[config.mk]
export PLATFORM = sky130hd
export DESIGN_NAME = lockable_cfg_bank
export DESIGN_NICKNAME = d
export VERILOG_FILES = /design/src/rtl/lkb_pkg.sv /design/src/rtl/lkb_lock_reg.sv /design/src/rtl/lkb_id_reg.sv /design/src/rtl/lkb_guard.sv /design/src/rtl/lkb_rdmux.sv /design/src/rtl/lockable_cfg_bank.sv
export SDC_FILE = /design/constraint.sdc
export NUM_CORES = 1
export LEC_CHECK = 0
export CORE_MARGIN = 1.5
export CORE_UTILIZATION = 40
export DETAILED_ROUTE_END_ITERATION = 10
export PLACE_DENSITY = 0.92
export RECOVER_POWER = 50
export SLEW_MARGIN = 20
export SYNTH_ARGS = -nofsm -noshare
export SYNTH_HDL_FRONTEND = slang
export SYNTH_SLANG_ARGS = --single-unit
export TNS_END_PERCENT = 50
[constraint.sdc]
create_clock -name clk -period 3.6 [get_ports clk]
set_input_delay 0.9 -clock clk [delete_from_list [all_inputs] [get_ports clk]]
set_output_delay 0.9 -clock clk [all_outputs]
set_load 0.01 [all_outputs]
[src/rtl/lkb_pkg.sv]
package lkb_pkg;
    localparam int ADDR_W = 8;
    localparam int DATA_W = 8;
    localparam int REV_W  = 3;

    localparam logic [ADDR_W-1:0] ADDR_ID   = 8'h5C;
    localparam logic [ADDR_W-1:0] ADDR_LOCK = 8'h5D;
    localparam logic [ADDR_W-1:0] ADDR_REV  = 8'h65;

    typedef struct packed {
        logic flt_lock;
        logic cfg_lock;
    } lock_t;

    typedef struct packed {
        logic [ADDR_W-1:0] addr;
        logic [DATA_W-1:0] data;
        logic              we;
    } wr_t;

    function automatic logic in_span(input logic [ADDR_W-1:0] a,
                                     input logic [ADDR_W-1:0] lo,
                                     input logic [ADDR_W-1:0] hi);
        return (a >= lo) && (a <= hi);
    endfunction
endpackage

[src/rtl/lkb_lock_reg.sv]
module lkb_lock_reg
    import lkb_pkg::*;
(
    input  logic       clk,
    input  logic       rst,
    input  logic       lock_we,
    input  logic [1:0] lock_wd,
    input  logic       flt_trig,
    output lock_t      lock_q
);
    always_ff @(posedge clk) begin
        if (rst) begin
            lock_q <= '0;
        end else begin
            lock_q.cfg_lock <= lock_q.cfg_lock ^ (lock_we & lock_wd[0]);
            lock_q.flt_lock <= flt_trig | (lock_q.flt_lock ^ (lock_we & lock_wd[1]));
        end
    end

    assert_fault_sets_flag_R5: assert property (@(posedge clk) disable iff (rst)
        flt_trig |=> lock_q.flt_lock);
    assert_zero_keeps_cfg_R4: assert property (@(posedge clk) disable iff (rst)
        (lock_we && !lock_wd[0]) |=> $stable(lock_q.cfg_lock));
    assert_one_flips_cfg_R4: assert property (@(posedge clk) disable iff (rst)
        (lock_we && lock_wd[0]) |=> (lock_q.cfg_lock != $past(lock_q.cfg_lock)));
    assert_idle_holds_R4: assert property (@(posedge clk) disable iff (rst)
        (!lock_we && !flt_trig) |=> $stable(lock_q));
endmodule

[src/rtl/lkb_id_reg.sv]
module lkb_id_reg
    import lkb_pkg::*;
(
    input  logic              clk,
    input  logic              rst,
    input  wr_t               wr,
    input  logic              cfg_lock,
    output logic [DATA_W-1:0] id_q
);
    logic hit;
    assign hit = wr.we && (wr.addr == ADDR_ID);

    always_ff @(posedge clk) begin
        if (rst)
            id_q <= '0;
        else if (hit && !cfg_lock)
            id_q <= wr.data;
    end

    assert_locked_id_holds_R3: assert property (@(posedge clk) disable iff (rst)
        (hit && cfg_lock) |=> $stable(id_q));
    assert_open_id_loads_R2: assert property (@(posedge clk) disable iff (rst)
        (hit && !cfg_lock) |=> (id_q == $past(wr.data)));
endmodule

[src/rtl/lkb_guard.sv]
module lkb_guard
    import lkb_pkg::*;
#(
    parameter logic [ADDR_W-1:0] FLT_LO = 8'h00,
    parameter logic [ADDR_W-1:0] FLT_HI = 8'h11,
    parameter logic [ADDR_W-1:0] CFG_LO = 8'h20,
    parameter logic [ADDR_W-1:0] CFG_HI = 8'h6F
) (
    input  logic              clk,
    input  logic              rst,
    input  lock_t             lock_q,
    input  logic [ADDR_W-1:0] nv_addr,
    input  logic              nv_req,
    output logic              nv_permit
);
    logic in_flt, in_cfg, blocked;

    always_comb begin
        in_flt  = in_span(nv_addr, FLT_LO, FLT_HI);
        in_cfg  = in_span(nv_addr, CFG_LO, CFG_HI) && (nv_addr != ADDR_LOCK);
        blocked = (in_flt && lock_q.flt_lock) || (in_cfg && lock_q.cfg_lock);
        nv_permit = nv_req && !blocked;
    end

    assert_flt_refused_R8: assert property (@(posedge clk) disable iff (rst)
        (nv_req && nv_addr <= FLT_HI && lock_q.flt_lock) |-> !nv_permit);
    assert_lockreg_open_R9: assert property (@(posedge clk) disable iff (rst)
        (nv_req && nv_addr == ADDR_LOCK) |-> nv_permit);
    assert_idle_no_permit_R10: assert property (@(posedge clk) disable iff (rst)
        !nv_req |-> !nv_permit);
endmodule

[src/rtl/lkb_rdmux.sv]
module lkb_rdmux
    import lkb_pkg::*;
#(
    parameter logic [REV_W-1:0] REV_CODE = 3'd5
) (
    input  logic              clk,
    input  logic              rst,
    input  logic [ADDR_W-1:0] rd_addr,
    input  logic [DATA_W-1:0] id_q,
    input  lock_t             lock_q,
    output logic [DATA_W-1:0] rd_data
);
    always_comb begin
        rd_data = '0;
        unique case (rd_addr)
            ADDR_ID:   rd_data = id_q;
            ADDR_LOCK: rd_data[1:0] = {lock_q.flt_lock, lock_q.cfg_lock};
            ADDR_REV:  rd_data[REV_W-1:0] = REV_CODE;
            default:   rd_data = '0;
        endcase
    end

    assert_rev_constant_R6: assert property (@(posedge clk) disable iff (rst)
        (rd_addr == ADDR_REV) |-> (rd_data == DATA_W'(REV_CODE)));
    assert_lock_upper_zero_R7: assert property (@(posedge clk) disable iff (rst)
        (rd_addr == ADDR_LOCK) |-> (rd_data[DATA_W-1:2] == '0));
endmodule

[src/rtl/lockable_cfg_bank.sv]
module lockable_cfg_bank
    import lkb_pkg::*;
#(
    parameter logic [REV_W-1:0]  REV_CODE = 3'd5,
    parameter logic [ADDR_W-1:0] FLT_LO   = 8'h00,
    parameter logic [ADDR_W-1:0] FLT_HI   = 8'h11,
    parameter logic [ADDR_W-1:0] CFG_LO   = 8'h20,
    parameter logic [ADDR_W-1:0] CFG_HI   = 8'h6F
) (
    input  logic              clk,
    input  logic              rst,
    input  logic [ADDR_W-1:0] reg_addr,
    input  logic [DATA_W-1:0] reg_wdata,
    input  logic              reg_we,
    output logic [DATA_W-1:0] reg_rdata,
    input  logic              fault_log_hit,
    input  logic [ADDR_W-1:0] nv_addr,
    input  logic              nv_req,
    output logic              nv_permit
);
    wr_t               wr;
    lock_t             lock_q;
    logic [DATA_W-1:0] id_q;
    logic              lock_we;

    assign wr      = '{addr: reg_addr, data: reg_wdata, we: reg_we};
    assign lock_we = reg_we && (reg_addr == ADDR_LOCK);

    lkb_lock_reg u_lock (
        .clk(clk), .rst(rst), .lock_we(lock_we), .lock_wd(reg_wdata[1:0]),
        .flt_trig(fault_log_hit), .lock_q(lock_q)
    );

    lkb_id_reg u_id (
        .clk(clk), .rst(rst), .wr(wr), .cfg_lock(lock_q.cfg_lock), .id_q(id_q)
    );

    lkb_guard #(.FLT_LO(FLT_LO), .FLT_HI(FLT_HI), .CFG_LO(CFG_LO), .CFG_HI(CFG_HI)) u_guard (
        .clk(clk), .rst(rst), .lock_q(lock_q), .nv_addr(nv_addr),
        .nv_req(nv_req), .nv_permit(nv_permit)
    );

    lkb_rdmux #(.REV_CODE(REV_CODE)) u_rd (
        .clk(clk), .rst(rst), .rd_addr(reg_addr), .id_q(id_q),
        .lock_q(lock_q), .rd_data(reg_rdata)
    );
endmodule

Yosys cells after proc, flatten, opt, wreduce, memory -nomap -nowiden
Index checks and enable logic that the tools add are counted.

word-level totals
  bits in registers = 10
  input port bits = 29
  output and inout bits = 9

operators by class
  $lt $le $gt $ge = 4
  eq/ne operators = 4
  muxes and demuxes = 3
  bitwise logic cells = 5
  reductions and logical operators = 12

operator list
  operator            number
  $eq 8x7->1 const B  3
  $logic_and 1x1->1   9
  $ge 8x1->1 const B  1
  $ge 8x6->1 const B  1
  $le 8x5->1 const B  1
  $le 8x7->1 const B  1
  $ne 8x7->1 const B  1
  $pmux 2 s3          1
  $mux 5              1
  $and 1x1->1         2
  $logic_not 1->1     2
  $pmux 1 s2          1
  $xor 1x1->1         2
  $logic_or 1x1->1    1
  $or 1x1->1          1

Logic depth before layout (Yosys ltp)
Gate-level depths: netlist of run 1.

  depth after elaboration = 7
  depth in mapped cells = 5
  gate-level depth less buffers = 3

By module
From an unflattened synthesis of run 1, not the netlist that was laid out.

second synthesis, totals
  cells, all modules = 77
  area total of the unflattened synthesis = 733.2 µm²

modules (own cells, without submodules)
  module             times used  cells each  area each (µm²)  seq. area each (µm²)
  lkb_id_reg         1           37          391.6            160.2
  lkb_rdmux          1           18          146.4            0.0
  lkb_lock_reg       1           8           93.8             40.0
  lkb_guard          1           11          71.3             0.0
  lockable_cfg_bank  1           3           30.0             0.0

Worst setup path after synthesis of run 1
Ideal clock, no wire load.

  path type = in2out
  start = in reg_addr[7]
  end = out reg_rdata[3]
  arrival = 1.686 ns
  data required time = 2.700 ns
  slack = 1.014 ns
  stages = 4
  cells stage by stage = nand4bb_1 buf_2 nor3_1 and2_1

on the way
  longest elaborated chain between the ends = 2

RTL lines
  item         line                     RTL
  from (decl)  lockable_cfg_bank.sv:12  input logic [ADDR_W-1:0] reg_addr,
  $eq 8x7->1   lkb_rdmux.sv:15          unique case (rd_addr)
  $mux 5       lkb_rdmux.sv:15
  to (decl)    lockable_cfg_bank.sv:15  output logic [DATA_W-1:0] reg_rdata,

Every way passes these cells.

Worst setup path after layout of run 1
Ends and elaborated chain as after synthesis.

==> reports/metrics.csv, run 1 <==
stage,metric,value,unit
detailed_routing,WL per Instance,13.0,um
run_status,status,"finished, final reports clean",
sta,Post-Route Skew,0.00619,ns
finish,Layout fillers,124,
critical_path,Critical Path Start Type,input pin,
sta,slew margin rel.,67.9,%
sta,sum of negative setup slack,0,ns
critical_path,"most used cell, CP",clkdlybuf4s50_1,
critical_path,crit path buf inv count,3,
clocking,CTS buffer count,3,
detailed_routing,drt pass-1 iters,5,
sta,Final Setup Violations,0,
yosys,syn_nets,108,
global_routing,number of global-route vias before repair,740,
yosys,register area share after synthesis,29.3,%
critical_path,Worst Path Required,2.70,ns
clocking,Max Root-Sink Buffers,2,
power_and_ir_drop,Pleak,0.390,nW
clocking,clk slew on worst S/H paths,0.07,ns
global_routing,first-pass GRT wire length,2900,um
clocking,CTS tree,yes,
power_and_ir_drop,PD cells,242,nW/um^2
sta,max-slew violation count,0,
placed_design,number of port buffers,37,
critical_path,CP Capture Type,output pin,
clocking,setup repair bufs after CTS,0,
placed_design,DP Wirelength,1400,um
sta,unrepaired setup endpoints after global routing,no,
placed_design,cell area after placement,1080,um^2
critical_path,arrival time at the worst endpoint,2.61,ns
detailed_routing,met3 wire len,127,um
placed_design,GP Congestion,0.679,
global_routing,grt ovf,0,
sta,Final min period,3.51,ns
detailed_routing,DR iter-0 viols,11,
detailed_routing,detailed-route DRC error count,0,
yosys,Seq cells post-synth,10,
yosys,Post-Syn Area,684,um^2
yosys,"EDFF count, synth",0,
yosys,Mean Syn Cell Area,8.66,um^2
finish,ANT cells,0,
clocking,CTS sink cnt,10,
detailed_routing,Top Layer Used,met3,
global_routing,Tot GR Track Use,19.2,%
detailed_routing,vias per cell,5.28,
clocking,hold_buf cts,0,
clocking,H-Tree Depth,1,
critical_path,Max stage delay on crit path,0.53,ns
die,Die X,44.4,um
die,DIE HEIGHT,44.4,um
detailed_routing,Routed Wire Length,1750,um
die,Initial Util,43.9,%
detailed_routing,ANT nets after route,0,
sta,hold_ws,0.474,ns
finish,nets@finish,149,
worst_hold_path,HP Class,reg2reg,
critical_path,CP Max Fanout,5,
global_routing,initial antenna violation count,0,
critical_path,crit path kind,in2out,
clocking,worst skew pair latency,0.26,ns
finish,share of cells above drive strength 1,7.56,%
critical_path,"delay-heaviest family, CP",buffers and inverters,
finish,"commonest non-fill, non-tap cell in the layout",clkdlybuf4s50_1,
finish,area grow syn2layout,62.3,%
run,Max Cap Viol,0,
critical_path,CP max stage cell,clkdlybuf4s50_1,
detailed_routing,M1 WL,741,um
sta,Highest Clock Rate,285,MHz
yosys,Synth Flop Type,dfxtp_1,
power_and_ir_drop,Worst IR Drop VDD,0.000197,V
yosys,synthesized instance count,79,
die,cell row count,14,
sta,Tcrit/Tclk final,97.6,%
yosys,Synth cell types,30,
clocking,# resized after CTS,0,
detailed_routing,Vias,713,
die,Core Region,1560,um^2
die,io pins,38,
global_routing,largest net degree at the start of global routing,19,
sta,endpoints failing hold,0,
yosys,"Warnings, synthesis",0,
detailed_routing,met2 wire len,881,um
finish,"commonest cells after routing, fill and taps aside","clkdlybuf4s50_1, nand2b_1, dfxtp_1",
clocking,clk root buf,clkbuf_4,
yosys,asr flop ratio synth,0,%
finish,fin area,1110,um^2
critical_path,CP cell instances,"clkdlybuf4s50_1, nand4bb_1, nor3_1, buf_4, and2_1, clkdlybuf4s50_1",
die,die area,1970,um^2
sta,Slew @ Worst Pin,0.481,ns
==> cell usage after synthesis (all sizes together), types with 2 or more instances <==
master / n / area share [%]
mux2i: 9 / 13
or2: 2 / 1.8
and2: 6 / 5.5
nor2: 4 / 2.2
buf: 3 / 2.6
and4b: 2 / 2.9
nand2b: 16 / 15
o21ai: 3 / 2.2
dfxtp: 10 / 29
a311oi: 2 / 2.6
and4bb: 2 / 3.7
a21oi: 4 / 2.9
==> sequential cells by signal, summed over array words and instances (netlist names) <==
signal / count
u_id.id_q: 8
u_lock.lock_q: 2
==> worst min-delay path: stages (launching register included) <==
cell	delay, ns
dfxtp_1	0.31
nand2b_1	0.06
mux2i_1	0.06
==> final cells by class <==
type | count | area, um^2 | share of cell area (%)
well taps | 16 | 20.0 | 1.80
clock buffers | 4 | 36.3 | 3.27
repair buffers | 40 | 392 | 35.2
multi-input cells | 64 | 459 | 41.3
flip-flops and latches | 10 | 200 | 18.0
inverters | 1 | 3.75 | 0.338
==> per-stage QoR <==
| stage | instances | util [%] | power, W | worst slack [ns] |
|---|---|---|---|---|
| 2_1_floorplan | 79 | - | 0.000132 | 1.01 |
| 3_3_place_gp | 131 | 69.0 | 0.000170 | 0.0967 |
| 3_5_place_dp | 131 | 69.0 | 0.000172 | 0.0304 |
| 4_1_cts | 135 | 71.3 | 0.000272 | 0.0337 |
| 5_1_grt | 135 | 71.3 | 0.000279 | 0.0310 |
| 6_report | 135 | 71.3 | 0.000269 | 0.0864 |
==> path summary, 6_finish.rpt <==
check	depth (start not counted)	from	end	slack [ns]
hold / removal	2	u_id.id_q[6]	u_id.id_q[6]	0.47
setup / recovery	6	reg_addr[7]	reg_rdata[3]	0.09
setup reg to reg	2	u_lock.lock_q[0]	u_id.id_q[3]	2.35
hold reg to reg	2	u_id.id_q[6]	u_id.id_q[6]	0.47
==> per-layer routing <==
| layer | vias to the layer above | global-route usage, % |
|---|---|---|
| li1 | 363 | - |
| met1 | 323 | 20.6 |
| met4 | 0 | 3.64 |
| met2 | 27 | 36.5 |
| met3 | 0 | 6.12 |
| met5 | - | 0 |
==> cell families after synthesis <==
logic type,Yosys count,synth area share (%)
buffers and inverters,5,3.66
DFF,10,29.3
muxes,9,13.2
and+or+nand+nor,42,40.8
AOI/OAI and AO/OA,13,13.2
==> power by group <==
part           internal (W)  total [W]  switching, W
logic             0.0000383  0.0000565     0.0000182
clock network     0.0000613   0.000100     0.0000389
registers          0.000111   0.000112    0.00000102
Note: power is estimated with default switching activity, not from simulation.
==> run 2: changes to the inputs <==
CORE_UTILIZATION = 25   (was 40)
PLACE_DENSITY = 0.65   (was 0.92)
==> run 2 against run 1 <==
Register-to-register slack about the same. Sequential share of layout area shrank 0.22 points. Die area rose by 55%. Via count did not move. Largest power group unchanged.
==> reports/metrics.csv, run 2 (synthesis gave the netlist of run 1 again) <==
stage,metric,value,unit,change
clocking,CTS buffer count,3,,unchanged
finish,Biggest register,u_id.id_q,,
sta,Slew @ Worst Pin,0.477,ns,-0.00490 ns
finish,ANT cells,0,,unchanged
die,cell row count,18,,+4
finish,"commonest cells after routing, fill and taps aside","clkdlybuf4s50_1, nand2b_1, dfxtp_1",,
detailed_routing,DR iter-0 viols,12,,+1
worst_hold_path,Min-Delay Endpoint,u_id.id_q[3],,
die,DIE HEIGHT,55.3,um,+25%
finish,final core utilization,44.2,%,-27 points
detailed_routing,detailed-route DRC error count,0,,unchanged
die,io pins,38,,unchanged
finish,area occupied by multi-input gates,469,um^2,+2.2%
placed_design,number of port buffers,37,,unchanged
sta,Final min period,3.49,ns,-0.0213 ns
global_routing,number of global-route vias before repair,697,,-5.8%
global_routing,Tot GR Track Use,11.4,%,-7.8 points
detailed_routing,vias per cell,4.82,,-8.8%
clocking,hold_buf cts,0,,unchanged
sta,unrepaired setup endpoints after global routing,no,,
critical_path,arrival time at the worst endpoint,2.59,ns,-0.02 ns
placed_design,GP Congestion,0.823,,+21%
sta,Highest Clock Rate,286,MHz,+0.61%
global_routing,grt ovf,0,,unchanged
power_and_ir_drop,Worst IR Drop VDD,0.000131,V,-34%
sta,sum of negative setup slack,0,ns,unchanged
clocking,CTS sink cnt,10,,unchanged
finish,max reg flops,8,,unchanged
run,Max Cap Viol,0,,unchanged
sta,max-slew violation count,0,,unchanged
detailed_routing,WL per Instance,11.8,um,-8.8%
run_status,status,"finished, final reports clean",,
die,die area,3060,um^2,+55%
power_and_ir_drop,sequential power share,45.8,%,+4.0 points
detailed_routing,drt pass-1 iters,3,,-2
detailed_routing,ANT nets after route,0,,unchanged
power_and_ir_drop,PD cells,218,nW/um^2,-9.9%
power_and_ir_drop,sw power,0.0000570,W,-1.9%
clocking,clk root buf,clkbuf_4,,
die,Core Region,2540,um^2,+63%
clocking,# resized after CTS,0,,unchanged
power_and_ir_drop,clock network power share,31.2,%,-6.0 points
finish,"commonest non-fill, non-tap cell in the layout",clkdlybuf4s50_1,,
die,Die X,55.3,um,+25%
sta,endpoints failing hold,0,,unchanged
critical_path,CP Max Fanout,5,,unchanged
sta,Tcrit/Tclk final,97.0,%,-0.59 points
finish,Largest regs,"u_id.id_q x8, u_lock.lock_q x2",,
critical_path,reg2reg end,u_id.id_q[7],,
power_and_ir_drop,Logic pwr share,23.0,%,+2.0 points
worst_hold_path,HP Class,reg2reg,,
sta,Final Setup Violations,0,,unchanged
die,Initial Util,26.9,%,-17 points
finish,share of cells above drive strength 1,8.47,%,+0.91 points
detailed_routing,Vias,713,,unchanged
detailed_routing,Routed Wire Length,1750,um,unchanged
critical_path,CP Capture Type,output pin,,
power_and_ir_drop,Int Pwr,0.000189,W,-11%
clocking,worst skew pair latency,0.26,ns,about the same
clocking,H-Tree Depth,1,,unchanged
placed_design,DP Wirelength,1390,um,-0.96%
critical_path,Worst R2R Start,u_lock.lock_q[0],,
sta,Post-Route Skew,0.000281,ns,-0.00591 ns
worst_hold_path,Hold Path Cell Cnt,2,,unchanged
global_routing,initial antenna violation count,0,,unchanged
critical_path,crit path kind,in2out,,
global_routing,first-pass GRT wire length,2930,um,+1.2%
power_and_ir_drop,switching portion of total power,23.2,%,+1.6 points
critical_path,R2R depth,2,,unchanged
clocking,setup repair bufs after CTS,0,,unchanged
critical_path,Worst Path Required,2.70,ns,about the same
finish,nets@finish,149,,unchanged
clocking,CTS tree,yes,,
worst_hold_path,hold_sp,u_id.id_q[3],,
critical_path,FF-to-FF setup slack,2.36,ns,about the same
sta,slew margin rel.,68.2,%,+0.33 points
global_routing,largest net degree at the start of global routing,19,,unchanged
clocking,Max Root-Sink Buffers,2,,unchanged
clocking,clk slew on worst S/H paths,0.07,ns,about the same
critical_path,Critical Path Start Type,input pin,,
finish,Layout fillers,259,,+110%
finish,register area,200,um^2,unchanged
power_and_ir_drop,Pleak,0.384,nW,-1.5%
finish,area grow syn2layout,64.4,%,
-- run 2: routing by layer --
| layer | GRT usage, % | up-vias | wire [um] |
|---|---|---|---|
| met1 | 13.9 | 318 | 799 |
| met3 | 4.92 | 0 | 136 |
| met2 | 19.4 | 29 | 815 |
| met4 | 1.05 | 0 | 0 |
| met5 | 0 | - | 0 |
| li1 | - | 366 | - |
-- run 2: cell type report --
type	instances	share of cell area [%]
multi-input cells	64	41.7
repair buffers	40	34.8
flip-flops and latches	10	17.8
well taps	30	3.34
clock buffers	3	2.00
inverters	1	0.334
-- run 2: metrics by stage --
| step | hold slack, ns | cell area (um^2) | instances | power (W) | setup slack, ns |
|---|---|---|---|---|---|
| global route | 0.489 | 1120 | 148 | 0.000263 | 0.0162 |
| finish | 0.474 | 1120 | 148 | 0.000246 | 0.108 |
| CTS | 0.477 | 1120 | 148 | 0.000251 | 0.0372 |
| detailed placement | 0.468 | 1090 | 145 | 0.000171 | 0.0444 |
| floorplan | 0.444 | 684 | 79 | 0.000132 | 1.01 |
| global placement | 0.462 | 1090 | 145 | 0.000170 | 0.0635 |
-- run 2: how the worst max path moves through the flow --
stage	from	end	slack, ns	cells after the start
final	reg_addr[7]	reg_rdata[7]	0.11	6
after global routing	reg_addr[3]	reg_rdata[1]	0.02	5
after CTS	nv_addr[6]	nv_permit	0.04	5
after detailed placement	nv_addr[6]	nv_permit	0.04	5
after global placement	nv_addr[6]	nv_permit	0.06	5
after floorplan	reg_addr[7]	reg_rdata[3]	1.01	4
-- run 2: power by group through the flow --
stage / registers, W / logic [W] / clock network (W)
floorplan: 0.000115 / 0.0000177 / 0
global placement: 0.000115 / 0.0000551 / 0
detailed placement: 0.000115 / 0.0000563 / 0
CTS: 0.000112 / 0.0000566 / 0.0000824
global route: 0.000113 / 0.0000610 / 0.0000893
finish: 0.000113 / 0.0000565 / 0.0000766
-- run 2: worst max-delay path, cell delays in order --
cell and delay (ns):
clkdlybuf4s50_1 0.39, nand4bb_2 0.30, nor3_2 0.19, buf_4 0.15
and2_1 0.14, clkdlybuf4s50_1 0.53
